===== src/rtl/itlb_quad.sv =====
module itlb_quad #(
  parameter int ASID_W = 8
) (
  input  logic              clk,
  input  logic              rst_n,
  input  logic              flush_all,
  input  logic              req_valid,
  input  logic [31:0]       req_vaddr,
  input  logic [ASID_W-1:0] cur_asid,
  input  logic              asid_ignore,
  output logic              busy,
  output logic              resp_valid,
  output logic              resp_hit,
  output logic              resp_miss,
  output logic              resp_multi,
  output logic [31:0]       resp_paddr,
  output logic [8:0]        resp_flags,
  output logic              ut_req_valid,
  output logic [31:0]       ut_req_vaddr,
  output logic [ASID_W-1:0] ut_req_asid,
  output logic              ut_req_ignore,
  input  logic              ut_resp_valid,
  input  logic [1:0]        ut_resp_status,
  input  logic [21:0]       ut_resp_vpn,
  input  logic [ASID_W-1:0] ut_resp_asid,
  input  logic [18:0]       ut_resp_ppn,
  input  logic [8:0]        ut_resp_flags
);
  localparam int         NSLOT     = 4;
  localparam logic [8:0] KEEP_MASK = 9'h1DA;

  typedef enum logic [1:0] {S_IDLE, S_WAIT, S_FILL} st_t;
  st_t st;

  logic [21:0]       e_vpn  [NSLOT];
  logic [ASID_W-1:0] e_asid [NSLOT];
  logic [18:0]       e_ppn  [NSLOT];
  logic [8:0]        e_flg  [NSLOT];
  logic [31:0]       e_mask [NSLOT];
  logic [NSLOT-1:0]  hit_vec;
  logic [5:0]        lru;
  logic [1:0]        hit_idx, victim, vic_q, sel;
  logic              multi;
  logic [31:0]       sel_va, sel_pa;

  function automatic logic [31:0] size_mask(input logic [8:0] f);
    case ({f[7], f[4]})
      2'b00:   return 32'hFFFF_FC00;
      2'b01:   return 32'hFFFF_F000;
      2'b10:   return 32'hFFFF_0000;
      default: return 32'hFFF0_0000;
    endcase
  endfunction

  function automatic logic [5:0] lru_use(input logic [5:0] v, input logic [1:0] k);
    case (k)
      2'd0:    return v & 6'h07;
      2'd1:    return (v & 6'h19) | 6'h20;
      2'd2:    return (v & 6'h3E) | 6'h14;
      default: return v | 6'h0B;
    endcase
  endfunction

  for (genvar i = 0; i < NSLOT; i++) begin : g_cmp
    assign e_mask[i]  = size_mask(e_flg[i]);
    assign hit_vec[i] = e_flg[i][8] &&
                        (e_flg[i][1] || asid_ignore || e_asid[i] == cur_asid) &&
                        ((({e_vpn[i], 10'b0} ^ req_vaddr) & e_mask[i]) == 32'b0);
  end

  always_comb begin
    hit_idx = 2'd0;
    for (int i = 0; i < NSLOT; i++)
      if (hit_vec[i]) hit_idx = 2'(i);
  end

  assign multi = (hit_vec & (hit_vec - 4'd1)) != 4'd0;

  always_comb begin
    if ((lru & 6'h38) == 6'h38)      victim = 2'd0;
    else if ((lru & 6'h26) == 6'h06) victim = 2'd1;
    else if ((lru & 6'h15) == 6'h01) victim = 2'd2;
    else                             victim = 2'd3;
  end

  assign sel    = (st == S_FILL) ? vic_q : hit_idx;
  assign sel_va = (st == S_FILL) ? ut_req_vaddr : req_vaddr;
  assign sel_pa = ({3'b0, e_ppn[sel], 10'b0} & e_mask[sel]) | (sel_va & ~e_mask[sel]);
  assign busy   = (st != S_IDLE);

  always_ff @(posedge clk or negedge rst_n) begin
    if (!rst_n) begin
      st            <= S_IDLE;
      lru           <= 6'h00;
      vic_q         <= 2'd0;
      resp_valid    <= 1'b0;
      resp_hit      <= 1'b0;
      resp_miss     <= 1'b0;
      resp_multi    <= 1'b0;
      resp_paddr    <= 32'b0;
      resp_flags    <= 9'b0;
      ut_req_valid  <= 1'b0;
      ut_req_vaddr  <= 32'b0;
      ut_req_asid   <= '0;
      ut_req_ignore <= 1'b0;
      for (int i = 0; i < NSLOT; i++) begin
        e_vpn[i]  <= 22'b0;
        e_asid[i] <= '0;
        e_ppn[i]  <= 19'b0;
        e_flg[i]  <= 9'b0;
      end
    end else begin
      resp_valid   <= 1'b0;
      resp_hit     <= 1'b0;
      resp_miss    <= 1'b0;
      resp_multi   <= 1'b0;
      ut_req_valid <= 1'b0;
      case (st)
        S_IDLE: if (req_valid) begin
          if (multi) begin
            resp_valid <= 1'b1;
            resp_multi <= 1'b1;
          end else if (|hit_vec) begin
            resp_valid <= 1'b1;
            resp_hit   <= 1'b1;
            resp_paddr <= sel_pa;
            resp_flags <= e_flg[hit_idx];
            lru        <= lru_use(lru, hit_idx);
          end else begin
            ut_req_valid  <= 1'b1;
            ut_req_vaddr  <= req_vaddr;
            ut_req_asid   <= cur_asid;
            ut_req_ignore <= asid_ignore;
            st            <= S_WAIT;
          end
        end
        S_WAIT: if (ut_resp_valid) begin
          if (ut_resp_status == 2'b01) begin
            e_vpn[victim]  <= ut_resp_vpn;
            e_asid[victim] <= ut_resp_asid;
            e_ppn[victim]  <= ut_resp_ppn;
            e_flg[victim]  <= ut_resp_flags & KEEP_MASK;
            vic_q          <= victim;
            lru            <= lru_use(lru, victim);
            st             <= S_FILL;
          end else begin
            resp_valid <= 1'b1;
            resp_miss  <= (ut_resp_status == 2'b00);
            resp_multi <= (ut_resp_status != 2'b00);
            st         <= S_IDLE;
          end
        end
        default: begin
          resp_valid <= 1'b1;
          resp_hit   <= 1'b1;
          resp_paddr <= sel_pa;
          resp_flags <= e_flg[vic_q];
          st         <= S_IDLE;
        end
      endcase
      if (flush_all)
        for (int i = 0; i < NSLOT; i++) e_flg[i][8] <= 1'b0;
    end
  end
endmodule


===== config.mk =====
export PLATFORM = sky130hd
export DESIGN_NAME = itlb_quad
export DESIGN_NICKNAME = d
export VERILOG_FILES = /design/src/rtl/itlb_quad.sv
export SDC_FILE = /design/constraint.sdc
export NUM_CORES = 1
export LEC_CHECK = 0
export BUFFER_PORTS_ARGS = -buffer_cell sky130_fd_sc_hd__buf_2
export CAP_MARGIN = 20
export CELL_PAD_IN_SITES_DETAIL_PLACEMENT = 0
export CELL_PAD_IN_SITES_GLOBAL_PLACEMENT = 1
export CORE_UTILIZATION = 47
export CTS_BUF_LIST = sky130_fd_sc_hd__clkbuf_16
export CTS_CLUSTER_DIAMETER = 50
export CTS_CLUSTER_SIZE = 12
export DETAILED_ROUTE_END_ITERATION = 10
export MAX_ROUTING_LAYER = met4
export PLACE_DENSITY_LB_ADDON = 0.1
export SLEW_MARGIN = 20
export SYNTH_ARGS = -nofsm -noshare
export SYNTH_HDL_FRONTEND = slang
export SYNTH_SLANG_ARGS = --single-unit

===== constraint.sdc =====
create_clock -name clk -period 2.9 [get_ports clk]
set_input_delay 0.58 -clock clk [delete_from_list [all_inputs] [get_ports clk]]
set_output_delay 0.58 -clock clk [all_outputs]
set_load 0.05 [all_outputs]

==> flow_metrics.py, run 1 <==
metrics = {
    "status": {
        "status": "complete, but fails checks",
        "violations": "negative hold slack",
    },
    "die": {
        "die_h_um": 181,
        "fp-row-count": 65,
        "core_area_um2": 31500,
        "die_w_um": 181,
        "initial_core_util": 0.476,
        "ioPinCount": 194,
        "design.die.area_um2": 32600,
    },
    "cts": {
        "clock_latency_ps": 520,
        "clkTransAtPathRegs_ps": 60,
        "clk_path_buf_depth": 3,
        "cts.sinks": 311,
        "h-tree-depth": 2,
        "clockRootBuffer": "clkbuf_16",
        "holdBufCountCts": 0,
        "cts_tree": "done",
        "postCtsSetupBuffers": 0,
        "cts_buffers": 38,
    },
    "sta": {
        "fin_worst_hold_slack_ps": -2.49,
        "maxSlewViolCount": 0,
        "skew_ps": 19.7,
        "setup_slack_ps": 139,
        "setup_violations": 0,
        "fmax_ghz": 0.362,
        "tightestPinTransition_ps": 521,
        "slew_headroom": 0.653,
        "finalCritPeriodShare": 0.952,
        "min_period_ps": 2760,
        "finalHoldViolCount": 1,
    },
    "route": {
        "drt_first_pass_iters": 4,
        "antenna_left": 0,
        "wl_per_cell_um": 18.9,
        "num_vias": 9751,
        "wl_um": 34800,
        "drtIter0Drc": 472,
        "viasPerCell": 5.31,
        "drc": 0,
    },
    "power": {
        "p_per_area_nw_per_um2": 951,
        "peakVddDrop_mv": 0.606,
        "totalPowerFinal_mw": 17.3,
        "p_leak_nw": 8.50,
    },
    "hold_path": {
        "hold_path_class": "in2async",
    },
    "grt": {
        "first_global_vias": 9995,
        "grt_pass1_wl_um": 56400,
        "grt_overflow": 0,
        "grt_antenna_before_repair": 6,
        "grt_max_degree": 71,
        "grt.total_usage": 0.227,
    },
    "critical_path": {
        "r2r_end": "resp_paddr[15]",
        "cp_max_fo": 9,
        "slowest_stage": "dfrtp_1",
        "cp.arrival_ps": 3160,
        "critPathCaptureType": "register",
        "reg2reg_from": "e_vpn[21]",
        "rrSetupSlack_ps": 140,
        "start_kind": "register",
        "worstSetupPathType": "reg2reg",
        "critPathLaunch": "e_vpn[21]",
        "required_ps": 3300,
        "crit_path_frequent_cell": "mux2i_1",
        "reg2regPathDepth": 11,
        "crit_path_end": "resp_paddr[15]",
        "path_cells": "xnor2_2, nand4_1, nor4_2, buf_4, nand3_1, a31oi_4, buf_12, mux2i_1, mux2i_4, mux2i_1, mux2_4",
        "max_stage_delay_ps": 400,
    },
    "logic_synthesis": {
        "async_flop_share": 1.00,
        "synth_top_area_cell": "dfrtp_1",
        "yosys_warnings": 0,
        "ys.flop_type": "dfrtp_1",
        "synth_edf_count": 0,
        "synth_top_area_share": 0.519,
        "netlist_area_um2": 15000,
        "syn_inst": 1176,
        "synthTopCellsByArea": "dfrtp_1 52%, mux2_2 19%, xnor2_1 5.5%",
        "yosysUniqueCellTypes": 59,
        "synth.avg_cell_area_um2": 12.7,
        "yosysSeqAreaShare": 0.519,
        "synth-seq-cells": 311,
    },
    "placed_design": {
        "preCtsSetupSlack_ps": -353,
        "hpwl_um": 23900,
        "gp_congestion": 0.783,
        "dp_cells": 1768,
        "io_buffers": 184,
    },
    "layout": {
        "layout.nets": 1512,
        "syn_to_final_growth_pct": 21.6,
        "drive_above_1_share": 0.449,
        "layout_common_cells": "311 x dfrtp_1, 255 x mux2_2, 183 x buf_2",
        "mostFrequentLayoutCell": "dfrtp_1",
        "stdcell_count": 1837,
    },
    "job": {
        "drv_cap": 0,
    },
}
==> Yosys cell counts (3+ instances only) <==
cell,count
xnor2_1,94
a211oi_1,12
inv_1,7
buf_2,26
buf_1,4
dfrtp_1,311
nand2b_1,4
nor2_1,49
buf_6,7
and3_1,3
a31oi_1,14
nand2_1,74
clkbuf_1,44
a21o_1,4
mux2_2,256
nor4_1,9
o21a_1,3
a21oi_1,29
o21ai_0,11
mux4_2,6
nor2b_1,11
mux2_1,9
mux2i_1,67
mux2_4,12
nand3_1,10
nand4_1,20
o211ai_1,3
xnor2_2,3
buf_4,10
xor2_1,24
a41oi_1,3
==> kinds of logic after synthesis <==
logic type	share of synthesized area
buf+inv	0.0331
xor+xnor	0.0722
simple gates	0.0650
other cells	0.000250
flops	0.519
mux	0.267
compound gates	0.0427
==> sequential cells by signal, summed over array words and instances (netlist names), 2 cells and up <==
register,cells
ut_req_vaddr,32
e_ppn,76
ut_req_asid,8
resp_paddr,29
e_vpn,88
resp_flags,6
vic_q,2
e_flg,24
e_asid,32
lru,6
st,2
==> power breakdown <==
group,switching (mW),internal (mW)
clock network,1.84,2.63
registers,0.968,5.81
logic,3.60,2.48
total,6.41,10.9
==> critical path: cells and delay by family, from the launching register on <==
kind	cells	cell delay [ps]
multiplexers	4	860
AND/OR/NAND/NOR	3	630
flip-flops	1	400
buffers and inverters	2	330
AO/OA/AOI/OAI	1	220
XOR/XNOR	1	200
==> through the flow <==
| stage | TNS (ps) | utilization | cell area, µm² |
|---|---|---|---|
| final | 0 | 0.579 | 18200 |
| after global routing | -14.6 | 0.579 | 18200 |
| after CTS | 0 | 0.577 | 18100 |
| after detailed placement | -20590 | 0.539 | 17000 |
| after global placement | -20470 | 0.539 | 17000 |
| after floorplan | 0 | - | 15000 |
==> how the worst min path moves through the flow <==
stage / from / slack [ps] / endpoint
floorplan: rst_n / 280 / e_asid[0]
global placement: ut_req_vaddr[30] / 470 / ut_req_vaddr[30]
detailed placement: ut_req_vaddr[30] / 480 / ut_req_vaddr[30]
CTS: rst_n / 10 / resp_paddr[22]
global route: rst_n / 30 / resp_paddr[22]
finish: rst_n / -2 / resp_paddr[22]
==> layer usage <==
layer | share of wire | up-vias | GRT usage
met3 | 0.037 | 56 | 0.0348
met4 | 0.023 | 0 | 0.0632
li1 | - | 4604 | -
met1 | 0.46 | 4907 | 0.307
met5 | 0 | - | -
met2 | 0.47 | 184 | 0.355
==> layout make-up <==
class                           instances  area (µm²)
Antenna cell                            6        15.0
Clock buffer                           39         976
Clock inverter                         24         191
Fill cell                            2690       13300
Inverter                                7        26.3
Multi-Input combinational cell        771        6860
Sequential cell                       311        7780
Tap cell                              402         503
Timing Repair Buffer                  277        1870
==> what timing repair did <==
| item | CTS | global route |
|---|---|---|
| endpoints found under the setup margin | 9 | 16 |
| resized for setup | 3 | 12 |
| pin swaps | 0 | 1 |
No activity file was read; power rests on OpenSTA's default activity.
==> inputs of run 2 (changes only) <==
Settings changed: GPL_TIMING_DRIVEN set to 0, HOLD_SLACK_MARGIN set to 0.15.
==> flow_metrics.py, run 2 (synthesized netlist as in run 1, its figures left out) <==
metrics = {
    "route": {
        "viasPerCell": 5.34,
        "drc": 0,
        "drtIter0Drc": 417,
        "wl_per_cell_um": 21.1,
        "antenna_left": 0,
        "wl_um": 39200,
        "drt_first_pass_iters": 6,
        "num_vias": 9939,
    },
    "die": {
        "die_h_um": 181,
        "fp-row-count": 65,
        "core_area_um2": 31500,
        "ioPinCount": 194,
        "initial_core_util": 0.476,
        "design.die.area_um2": 32600,
        "die_w_um": 181,
    },
    "power": {
        "p_comb_frac": 0.359,
        "clkPwrFrac": 0.260,
        "peakVddDrop_mv": 0.714,
        "totalPowerFinal_mw": 17.8,
        "p_sw_mw": 6.69,
        "p_int_mw": 11.1,
        "switching_share": 0.376,
        "seq_power_share": 0.381,
        "p_per_area_nw_per_um2": 953,
        "p_leak_nw": 8.61,
    },
    "critical_path": {
        "r2r_end": "resp_paddr[23]",
        "cp.arrival_ps": 3230,
        "max_stage_delay_ps": 430,
        "worstSetupPathType": "reg2reg",
        "rrSetupSlack_ps": 70,
        "path_cells": "xnor2_1, nand4_1, nor4_4, and4_4, buf_6, nor2_4, a31oi_4, nand3_4, clkbuf_16, mux2_4",
        "cp_max_fo": 5,
        "critPathCaptureType": "register",
        "reg2reg_from": "e_vpn[61]",
        "start_kind": "register",
        "required_ps": 3300,
        "critPathLaunch": "e_vpn[61]",
        "reg2regPathDepth": 10,
        "slowest_stage": "nor4_4",
    },
    "grt": {
        "grt.total_usage": 0.246,
        "grt_antenna_before_repair": 6,
        "grt_overflow": 0,
        "grt_max_degree": 95,
        "grt_pass1_wl_um": 59500,
        "first_global_vias": 10017,
    },
    "sta": {
        "rsz0062_at_grt": "true",
        "setup_violations": 0,
        "maxSlewViolCount": 0,
        "skew_ps": 13.6,
        "fmax_ghz": 0.354,
        "setup_tns_ps": 0,
        "setup_slack_ps": 72.3,
        "min_period_ps": 2830,
        "finalHoldViolCount": 0,
        "finalCritPeriodShare": 0.975,
        "tightestPinTransition_ps": 888,
        "slew_headroom": 0.408,
    },
    "placed_design": {
        "hpwl_um": 26600,
        "io_buffers": 154,
        "dp_cells": 1740,
        "preCtsSetupSlack_ps": -1090,
        "gp_congestion": 0.810,
    },
    "hold_path": {
        "hold_path_class": "in2reg",
        "hp-start": "ut_resp_status[0]",
        "holdPathEnd": "resp_miss",
        "holdPathStages": 2,
    },
    "layout": {
        "syn_to_final_growth_pct": 24.8,
        "regMostFlops": "e_vpn",
        "multiInputGateArea_um2": 7200,
        "mostFrequentLayoutCell": "dfrtp_1",
        "drive_above_1_share": 0.465,
        "fillers": 2662,
        "reg_top3": "e_vpn: 88 flops, e_ppn: 76 flops",
        "stdcell_count": 1860,
        "layout_common_cells": "311 x dfrtp_1, 253 x mux2_2, 172 x buf_2",
        "layout.nets": 1532,
        "largest_reg_flops": 88,
        "seq_area_um2": 7780,
    },
    "cts": {
        "cts.sinks": 311,
        "clk_path_buf_depth": 3,
        "cts_tree": "done",
        "clock_latency_ps": 530,
        "clkTransAtPathRegs_ps": 60,
        "cts_buffers": 39,
        "clockRootBuffer": "clkbuf_16",
        "h-tree-depth": 2,
    },
    "job": {
        "drv_cap": 0,
    },
    "status": {
        "status": "complete, no violations",
    },
}
==> run 2: final cells by class <==
class / instances / share of cell area
flip-flops and latches: 311 / 0.416
multi-input cells: 772 / 0.385
repair buffers: 204 / 0.0725
clock buffers: 41 / 0.0549
plain buffers: 91 / 0.0317
well taps: 402 / 0.0269
clock inverters: 25 / 0.0105
inverters: 7 / 0.00141
diodes: 7 / 0.000937
==> run 2: worst max-delay path, delay by kind of cell, from the launching register on <==
kind	cells	cell delay, ps
flip-flops	1	400
AND/OR/NAND/NOR	5	1230
multiplexers	1	290
XOR/XNOR	1	160
AO/OA/AOI/OAI	1	250
buffers and inverters	2	370
==> run 2: worst max-delay path by stage <==
stage | slack [ps] | cells after the start | to
after floorplan | 7 | 10 | lru[4]
after global placement | -4900 | 1 | ut_req_asid[1]
after detailed placement | -1090 | 11 | ut_req_asid[5]
after CTS | 0.03 | 6 | e_vpn[45]
after global routing | -90 | 12 | resp_paddr[18]
final | 70 | 10 | resp_paddr[23]
==> run 2: timing repair <==
item / in CTS / in global routing
cloned: 0 / 6
hold buffers: 1 / 0
hold endpoints to repair: 57 / 0
pin swaps: 8 / 33
resized for setup: 43 / 107
setup buffers: 9 / 32
endpoints found under the setup margin: 247 / 205
==> run 2: routing by layer <==
layer	global-route usage	up-vias	wire length [µm]
met4	0.0742	0	824
met2	0.395	202	19500
li1	-	4645	-
met1	0.321	5026	17300
met5	-	-	0
met3	0.0392	66	1670
==> run 2: power by group through the flow <==
| stage | clock network [mW] | logic [mW] | registers (mW) |
|---|---|---|---|
| after floorplan | 0 | 2.84 | 8.36 |
| after global placement | 0 | 5.93 | 6.75 |
| after detailed placement | 0 | 6.02 | 6.81 |
| after CTS | 4.74 | 6.15 | 6.75 |
| after global routing | 4.93 | 6.80 | 6.99 |
| final | 4.63 | 6.39 | 6.80 |
==> run 2: through the flow <==
step / area, µm² / utilization / hold WS [ps]
after global placement: 16300 / 0.517 / 465
after floorplan: 15000 / - / 284
final: 18700 / 0.594 / 232
after CTS: 17800 / 0.566 / 216
after global routing: 18700 / 0.594 / 230
after detailed placement: 16400 / 0.520 / 473
==> inputs of run 3 (changes only) <==
Settings changed: ABC_AREA set to 1, CORE_UTILIZATION 47 to 43.
==> flow_metrics.py, run 3 <==
metrics = {
    "logic_synthesis": {
        "synth_compound_area_frac": 0.109,
        "async_flop_share": 1.00,
        "synth_top_area_share": 0.491,
        "synth_top_family_by_area": "simple AND/OR/NAND/NOR gates",
        "synth_commonest_cells": "792 x nand2_1, 311 x dfrtp_1, 300 x o21ai_0",
        "synthXorXnorAreaFrac": 0.0288,
        "yosysUniqueCellTypes": 38,
        "synth_fa_ha_area_frac": 0,
        "synth-simple-area-share": 0.292,
        "synthTopCellsByArea": "dfrtp_1 49%, nand2_1 19%, o21ai_0 9.5%",
        "syn_inst": 2128,
        "muxShareOfSynthArea": 0,
        "synth_edf_count": 0,
        "synth_top_area_cell": "dfrtp_1",
        "netlist_area_um2": 15800,
        "yosys_warnings": 0,
        "synth.avg_cell_area_um2": 7.44,
        "yosysSeqAreaShare": 0.491,
        "synth-seq-cells": 311,
        "synthMostInstantiatedCell": "nand2_1",
        "ys.flop_type": "dfrtp_1",
    },
    "layout": {
        "stdcell_count": 2848,
        "layout.nets": 2463,
        "drive_above_1_share": 0.144,
        "largest_reg_flops": 88,
        "mostFrequentLayoutCell": "nand2_1",
        "reg_top3": "e_vpn: 88 flops, e_ppn: 76 flops",
        "syn_to_final_growth_pct": 18.9,
        "layout_common_cells": "792 x nand2_1, 311 x dfrtp_1, 300 x o21ai_0",
        "regMostFlops": "e_vpn",
    },
    "power": {
        "p_per_area_nw_per_um2": 828,
        "p_int_mw": 9.79,
        "p_comb_frac": 0.279,
        "p_sw_mw": 5.80,
        "switching_share": 0.372,
        "seq_power_share": 0.392,
        "peakVddDrop_mv": 0.607,
        "p_leak_nw": 9.66,
        "clkPwrFrac": 0.329,
        "totalPowerFinal_mw": 15.6,
    },
    "grt": {
        "grt_pass1_wl_um": 84200,
        "grt.total_usage": 0.300,
        "grt_overflow": 0,
        "grt_max_degree": 97,
        "first_global_vias": 14599,
        "grt_antenna_before_repair": 1,
    },
    "route": {
        "num_vias": 14991,
        "wl_um": 53800,
        "wl_per_cell_um": 18.9,
        "drtIter0Drc": 1190,
        "drt_first_pass_iters": 5,
        "antenna_left": 0,
        "viasPerCell": 5.26,
        "drc": 0,
    },
    "die": {
        "core_area_um2": 35900,
        "die_w_um": 194,
        "initial_core_util": 0.441,
        "die_h_um": 194,
        "ioPinCount": 194,
        "fp-row-count": 69,
        "design.die.area_um2": 37600,
    },
    "critical_path": {
        "critPathCaptureType": "register",
        "worstSetupPathType": "reg2reg",
        "cp.arrival_ps": 3230,
        "start_kind": "register",
        "required_ps": 3370,
        "cp_max_fo": 10,
    },
    "sta": {
        "fmax_ghz": 0.363,
        "maxSlewViolCount": 0,
        "setup_slack_ps": 143,
        "fin_worst_hold_slack_ps": 215,
        "skew_ps": 21.5,
        "finalCritPeriodShare": 0.951,
        "setup_tns_ps": 0,
        "finalHoldViolCount": 0,
        "setup_violations": 0,
        "tightestPinTransition_ps": 823,
        "min_period_ps": 2760,
        "slew_headroom": 0.451,
    },
    "job": {
        "drv_cap": 0,
    },
    "cts": {
        "clockRootBuffer": "clkbuf_16",
        "clock_latency_ps": 550,
        "clk_path_buf_depth": 3,
        "cts_tree": "done",
        "clkTransAtPathRegs_ps": 60,
        "cts_buffers": 40,
        "postCtsSetupBuffers": 0,
        "cts.sinks": 311,
        "h-tree-depth": 2,
    },
    "hold_path": {
        "hold_path_class": "in2reg",
    },
    "placed_design": {
        "hpwl_um": 39600,
        "gp_congestion": 0.912,
        "dp_cells": 2775,
        "io_buffers": 178,
        "preCtsSetupSlack_ps": -592,
    },
    "status": {
        "status": "complete, no violations",
    },
}
-- run 3: changes by cell type after synthesis, sizes merged, moves of 14 or more --
cell    before  now
inv          7  208
mux2       277    0
a31oi       15    1
xnor2       97   33
clkbuf      45   66
o21ai       13  307
nor2        51  104
mux2i       69    0
a21oi       29   15
buf         47   31
nand3       11  176
nand2       74  803
-- run 3: final timing paths --
| check | end | depth (start not counted) | slack [ps] | from |
|---|---|---|---|---|
| max | resp_flags[4] | 16 | 140 | e_vpn[65] |
| min | resp_miss | 2 | 220 | ut_resp_status[1] |
| max reg2reg | resp_flags[4] | 16 | 140 | e_vpn[65] |
| min reg2reg | resp_flags[6] | 2 | 470 | resp_flags[6] |
| max in group asynchronous | ut_req_asid[1] | 4 | 1130 | rst_n |
| min in group asynchronous | ut_req_vaddr[22] | 2 | 520 | rst_n |
-- run 3: routing by layer --
layer  GRT usage  vias to the layer above  part of all wire
met5           -                        -                 0
li1            -                     7211                 -
met2       0.459                      527              0.45
met1       0.405                     7162              0.45
met4      0.0955                        0             0.027
met3      0.0543                       91             0.069
-- run 3: cell families (layout without fill, tap and decap cells) --
| group | count (synthesis) | in the layout |
|---|---|---|
| flip-flops | 311 | 311 |
| AO/OA/AOI/OAI | 337 | 337 |
| buffers and inverters | 305 | 557 |
| AND/OR/NAND/NOR | 1122 | 1122 |
| XOR/XNOR | 52 | 52 |
| other | 1 | 8 |
-- run 3: final cells by class --
cell class,count,area [µm²]
Buffer,97,478
Fill cell,3629,17100
Multi-Input combinational cell,1517,6860
Sequential cell,311,7780
Timing Repair Buffer,182,993
Tap cell,461,577
Clock inverter,29,329
Antenna cell,2,5.00
Inverter,208,786
Clock buffer,41,1030
-- run 3: per-stage QoR --
stage               area (µm²)  utilization
finish                   18800        0.524
global route             18800        0.524
global placement         17300        0.482
CTS                      18800        0.523
detailed placement       17400        0.485
floorplan                15900            -
-- run 3: power groups by stage --
stage | Combinational [mW] | Sequential [mW] | Clock, mW
final | 4.34 | 6.11 | 5.13
after global routing | 4.86 | 6.24 | 5.40
after CTS | 4.34 | 6.10 | 5.23
after detailed placement | 4.32 | 6.16 | 0
after global placement | 4.24 | 6.13 | 0
after floorplan | 2.20 | 6.90 | 0
-- run 3: what timing repair did --
item                       CTS  global route
pin swaps                    0             1
hold buffers                 1             0
setup endpoints to repair   38           124
hold endpoints to repair    52             0
resized for setup            4            32
-- run 3: critical path: stages (launching register included) --
cell	delay [ps]
dfrtp_1	390
nand2_1	160
o21ai_0	160
nor2_1	120
nand3_1	90
nor2_2	180
nand2_1	110
nor2_4	220
inv_1	60
o21ai_1	150
nor2_2	90
nor2_2	130
nand3_2	100
nand2_4	180
buf_4	240
nand3_1	190
nand2_1	100
